--- config.mk ---
export PLATFORM = sky130hd
export DESIGN_NAME = amp_scaler
export DESIGN_NICKNAME = d
export VERILOG_FILES = /design/src/rtl/amp_scaler_pkg.sv /design/src/rtl/coef_clip.sv /design/src/rtl/scale_mult.sv /design/src/rtl/amp_scaler.sv
export SDC_FILE = /design/constraint.sdc
export NUM_CORES = 1
export LEC_CHECK = 0
export ABC_CLOCK_PERIOD_IN_PS = 14400
export BUFFER_PORTS_ARGS = -buffer_cell sky130_fd_sc_hd__buf_4
export CAP_MARGIN = 20
export CORE_MARGIN = 2
export CORE_UTILIZATION = 50
export CTS_CLUSTER_DIAMETER = 100
export DETAILED_ROUTE_END_ITERATION = 10
export GPL_ROUTABILITY_DRIVEN = 1
export PLACE_DENSITY = 0.68
export RECOVER_POWER = 50
export SLEW_MARGIN = 20
export SYNTH_ARGS = -nofsm -noshare
export SYNTH_HDL_FRONTEND = slang
export SYNTH_SLANG_ARGS = --single-unit
--- constraint.sdc ---
create_clock -name clk -period 14.4 [get_ports clk]
set_clock_uncertainty 0.05 [all_clocks]
set_input_delay 2.88 -clock clk [delete_from_list [all_inputs] [get_ports clk]]
set_output_delay 2.88 -clock clk [all_outputs]
set_load 0.03 [all_outputs]
--- src/rtl/amp_scaler_pkg.sv ---
package amp_scaler_pkg;
    typedef enum logic [0:0] {
        COEF_CLIP = 1'b0,
        COEF_PASS = 1'b1
    } coef_mode_e;
endpackage

--- src/rtl/coef_clip.sv ---
module coef_clip
    import amp_scaler_pkg::*;
#(
    parameter int         COEF_W = 12,
    parameter coef_mode_e MODE   = COEF_CLIP
) (
    input  logic [COEF_W-1:0] coef_i,
    output logic [COEF_W-1:0] coef_o
);
    localparam logic [COEF_W-1:0] MOST_NEG = {1'b1, {(COEF_W-1){1'b0}}};
    localparam logic [COEF_W-1:0] NEG_SAFE = MOST_NEG | {{(COEF_W-1){1'b0}}, 1'b1};

    generate
        if (MODE == COEF_CLIP) begin : g_clip
            always_comb begin
                coef_o = (coef_i == MOST_NEG) ? NEG_SAFE : coef_i;
            end
        end else begin : g_pass
            always_comb begin
                coef_o = coef_i;
            end
        end
    endgenerate
endmodule

--- src/rtl/scale_mult.sv ---
module scale_mult
    import amp_scaler_pkg::*;
#(
    parameter int         SMP_W  = 16,
    parameter int         COEF_W = 12,
    parameter coef_mode_e MODE   = COEF_CLIP
) (
    input  logic                    clk,
    input  logic                    rst,
    input  logic                    vld_i,
    input  logic [SMP_W-1:0]        smp_i,
    input  logic [COEF_W-1:0]       coef_i,
    output logic                    vld_o,
    output logic [SMP_W+COEF_W-1:0] prod_o
);
    localparam int                PW       = SMP_W + COEF_W;
    localparam logic [COEF_W-1:0] MOST_NEG = {1'b1, {(COEF_W-1){1'b0}}};

    typedef struct packed {
        logic              v1;
        logic [SMP_W-1:0]  s;
        logic [COEF_W-1:0] c;
        logic              v2;
        logic [PW-1:0]     p;
    } pipe_t;

    pipe_t st_d, st_q;

    always_comb begin
        st_d    = st_q;
        st_d.v1 = vld_i;
        st_d.v2 = st_q.v1;
        if (vld_i) begin
            st_d.s = smp_i;
            st_d.c = coef_i;
        end
        if (st_q.v1) begin
            st_d.p = PW'($signed(st_q.s)) * PW'($signed(st_q.c));
        end
    end

    always_ff @(posedge clk) begin
        if (rst) begin
            st_q <= '0;
        end else begin
            st_q <= st_d;
        end
    end

    assign vld_o  = st_q.v2;
    assign prod_o = st_q.p;

    generate
        if (MODE == COEF_CLIP) begin : g_chk

            clip_reach_chk: assert property (@(posedge clk) disable iff (rst)
                st_q.v1 |-> st_q.c != MOST_NEG);

            sign_dup_chk: assert property (@(posedge clk) disable iff (rst)
                st_q.v1 |=> st_q.p[PW-1] == st_q.p[PW-2]);
        end
    endgenerate
endmodule

--- src/rtl/amp_scaler.sv ---
module amp_scaler
    import amp_scaler_pkg::*;
#(
    parameter int         SMP_W     = 16,
    parameter int         COEF_W    = 12,
    parameter int         TRUNC_W   = 16,
    parameter coef_mode_e CLIP_MODE = COEF_CLIP
) (
    input  logic                      clk,
    input  logic                      rst,
    input  logic                      in_valid,
    input  logic [SMP_W-1:0]          in_sample,
    input  logic [COEF_W-1:0]         in_coef,
    output logic                      out_valid,
    output logic [SMP_W+COEF_W-2:0]   out_full,
    output logic [TRUNC_W-1:0]        out_trunc
);
    localparam int PW    = SMP_W + COEF_W;
    localparam int OUT_W = PW - 1;

    logic [COEF_W-1:0] coef_eff;
    logic [PW-1:0]     prod;

    coef_clip #(.COEF_W(COEF_W), .MODE(CLIP_MODE)) u_clip (
        .coef_i (in_coef),
        .coef_o (coef_eff)
    );

    scale_mult #(.SMP_W(SMP_W), .COEF_W(COEF_W), .MODE(CLIP_MODE)) u_mult (
        .clk    (clk),
        .rst    (rst),
        .vld_i  (in_valid),
        .smp_i  (in_sample),
        .coef_i (coef_eff),
        .vld_o  (out_valid),
        .prod_o (prod)
    );

    assign out_full  = prod[OUT_W-1:0];
    assign out_trunc = out_full[OUT_W-1 -: TRUNC_W];


    lat_on_chk: assert property (@(posedge clk) disable iff (rst)
        in_valid |-> ##2 out_valid);

    lat_off_chk: assert property (@(posedge clk) disable iff (rst)
        !in_valid |-> ##2 !out_valid);

    zero_in_chk: assert property (@(posedge clk) disable iff (rst)
        (in_valid && in_sample == '0) |-> ##2 (out_full == '0));

    hold_chk: assert property (@(posedge clk) disable iff (rst)
        (!out_valid && !$past(rst)) |-> $stable(out_full));

    rst_clear_chk: assert property (@(posedge clk)
        $past(rst) |-> (!out_valid && out_full == '0));
endmodule

==> results_dict.tcl <==
set metrics [dict create \
    setup_slack_ns 7.87 \
    violations "design-rule violations, max-capacitance violations, max-slew violations" \
    worst_slew_margin_rel_pct -80.2 \
    worstSetupStartpointType "primary input" \
    insertedDiodeCount 0 \
    worst_setup_path_end_kind "register" \
    share_clk_of_total_power_pct 30.1 \
    maxCapViolations 1 \
    num_cts_buffers 9 \
    synth.net_count 1314 \
    power-per-cell-area_nw_per_um2 67.4 \
    num_rows 49 \
    max-vdd-ir-drop_v 0.0000489 \
    worst-slew-pin-transition_ns 2.70 \
    postRouteAntennaNets 0 \
    period_minus_slack_ns 6.53 \
    antenna_found_initial 0 \
    number_of_hold_buffers_added_after_cts 0 \
    m1WireLength_um 8060 \
    most_used_cell_along_the_critical_path "sky130_fd_sc_hd__inv_1" \
    via_count_of_the_first_global_routing_pass 7102 \
    chipWidth_um 140 \
    final-max-slew-violation-count 61 \
    async_reset_ff_share_pct 0 \
    clock_insertion_delay_at_the_later_pin_of_the_skew_report_ns 0.34 \
    finalSetupTns_ns 0 \
    worst-setup-path-type "in -> reg" \
    die_height_um 140 \
    initial_utilization_pct 51.3 \
    placeableCoreArea_um2 18100 \
    area.growth.synth_to_final_pct 5.80 \
    htreeDepth 3 \
    crit_fanout 60 \
    placement.setup.worst_slack_ns 8.79 \
    seq_area_frac_synth_pct 12.3 \
    power.net_switching_uw 264 \
    timing.critical_path.cells "clkbuf_1 > inv_1 > nand2_1 > inv_1 > nand4_1 > o311ai_0 > or3_1" \
    top_level_ports 75 \
    setup_viol 0 \
    pin_count_of_the_biggest_net_entering_global_routing 61 \
    port-buffer-count 74 \
    crit_required_ns 14.57 \
    power.share.combinational_pct 40.1 \
    drt-pass1-iter-count 8 \
    route.detailed.vias_per_inst 5.23 \
    routedWlPerCell_um 15.6 \
    synth.cell_area_um2 9270 \
    power.static_leakage_nw 4.81 \
    cts_tree "built" \
    postRouteWirelength_um 19900 \
    internal_power_uw 398 \
    final_min_period_over_clock_period_pct 45.4 \
    syn-mean-instance-area_um2 8.81 \
    drt-initial-drc-count 247 \
    post_route_cells_drive_above_1_share_pct 7.92 \
    timing.critical_path.arrival_ns 6.70 \
    layout.cells.most_common "sky130_fd_sc_hd__inv_1" \
    synth.lib_cells_used.distinct 62 \
    route.vias.total 6675 \
    fmax_mhz 153 \
    finalHoldViolCount 0 \
    crit_slowest_cell "sky130_fd_sc_hd__clkbuf_1" \
    place_congestion 0.886 \
    drc 4 \
    post-cts-setup-buffers 0 \
    seqPwrFrac_pct 29.8 \
    met3_wirelength_um 737 \
    fp.dieArea_um2 19700 \
    grt_use_total_pct 22.2 \
    first_pass_grt_wire_length_um 34300 \
    num-nets-final 1306 \
    cpPeakStageDelay_ns 1.88 \
    numClockSinks 57 \
    dr.max_layer_used "met4" \
    layout.cells.most_common_list "sky130_fd_sc_hd__inv_1, sky130_fd_sc_hd__fa_1, sky130_fd_sc_hd__nand2_1" \
    cts_repair_resize_count 0 \
    grt-ovfl-total 0 \
    outcome "finished with violations" \
    hpwl_um 15800 \
    unrepaired_setup_endpoints_after_global_routing "no" \
    yosys_warnings 0 \
    synth-seq-cells 57 \
    cts_max_path_buffers 2 \
    syn-instance-count 1052 \
    worst_hold_path_type "reg -> reg" \
    sw_frac_of_total_pct 39.8 \
    number_of_enable_type_register_cells_in_the_synthesized_netlist 0 \
    synth_ff_type "sky130_fd_sc_hd__dfxtp_1" \
    ctsRootBufferMaster "sky130_fd_sc_hd__clkbuf_16" \
    routed-wl-met2_um 10400 \
    path_clk_slew_ns 0.06 \
]
==> area by class of cell <==
class / instances / area, µm²
clock buffer: 12 / 246
clock inverter: 3 / 17.5
fill: 1702 / 8280
inverter: 216 / 811
multi-input combinational: 685 / 6810
sequential: 57 / 1140
tap: 229 / 287
timing repair buffer: 75 / 503
==> cells by family after synthesis <==
group / count (synthesis) / share of synthesized area, %
simple gates: 316 / 15.8
buf+inv: 310 / 14.3
fa+ha+maj: 231 / 45.3
compound gates: 89 / 7.21
flops: 57 / 12.3
mux: 34 / 3.67
xor+xnor: 15 / 1.42
==> synth_stat cells (all sizes together), types with 2 or more instances <==
cell type | count | area (µm²)
a221oi | 2 | 35.0
a21o | 9 | 68.8
xnor2 | 11 | 96.3
and3 | 3 | 20.0
nor2b | 5 | 31.3
ha | 57 | 713
nand3b | 5 | 37.5
or2 | 2 | 12.5
a2111oi | 3 | 32.5
nand2b | 4 | 25.0
a21oi | 22 | 110
o21ai | 10 | 53.8
nor4b | 4 | 35.0
a31oi | 4 | 25.0
clkbuf | 50 | 189
dfxtp | 57 | 1140
nor3b | 4 | 30.0
o2111ai | 2 | 17.5
inv | 216 | 811
fa | 174 | 3480
nand2 | 141 | 529
o21a | 7 | 52.6
nor2 | 64 | 240
a311o | 2 | 20.0
o211ai | 6 | 63.8
a21boi | 2 | 15.0
or3 | 4 | 25.0
a211oi | 4 | 30.0
nand3 | 10 | 50.1
xor2 | 4 | 35.0
mux2i | 34 | 340
and2 | 56 | 350
nor3 | 10 | 50.1
buf | 44 | 327
o31ai | 2 | 15.0
==> flip-flops by register name, summed over array words and instances, names as in the netlist <==
signal / flops
u_mult.st_d: 1
u_mult.vld_o: 1
u_mult.prod_o: 27
u_mult.st_q: 28
==> metal layers <==
metal  global-route usage [%]  vias to the layer above
li1                         -                     3145
met1                     26.4                     3348
met2                     40.5                      141
met3                     3.04                       41
met4                     9.25                        0
met5                        0                        -
==> worst max-delay path: cells and delay by family <==
| kind | cells | cell delay [ns] |
|---|---|---|
| AOI/OAI and AO/OA | 1 | 0.11 |
| buffers and inverters | 3 | 2.72 |
| and+or+nand+nor | 3 | 0.97 |
==> power groups by stage <==
stage / Combinational [mW] / Sequential [mW] / Clock, mW
after floorplan: 0.227 / 0.180 / 0
after global placement: 0.268 / 0.200 / 0
after detailed placement: 0.270 / 0.201 / 0
after CTS: 0.272 / 0.197 / 0.201
after global routing: 0.303 / 0.200 / 0.210
final: 0.265 / 0.197 / 0.199
==> worst paths after layout <==
kind / slack [ns] / end / depth (start not counted) / startpoint
max: 7.87 / u_mult.prod_o[16] / 7 / rst
min: 0.40 / u_mult.prod_o[0] / 2 / u_mult.prod_o[0]
max reg2reg: 8.80 / u_mult.prod_o[14] / 16 / u_mult.st_q[33]
min reg2reg: 0.40 / u_mult.prod_o[0] / 2 / u_mult.prod_o[0]
==> through the flow <==
stage | area [µm²] | total power, mW | hold slack, ns | util [%] | instances
final | 9810 | 0.662 | 0.403 | 54.2 | 1277
after global routing | 9810 | 0.713 | 0.442 | 54.2 | 1277
after CTS | 9870 | 0.670 | 0.407 | 54.6 | 1277
after detailed placement | 9610 | 0.471 | 0.400 | 53.1 | 1262
after global placement | 9610 | 0.468 | 0.395 | 53.1 | 1262
after floorplan | 9270 | 0.408 | 0.382 | - | 1052
No activity file was read; power rests on OpenSTA's default activity.
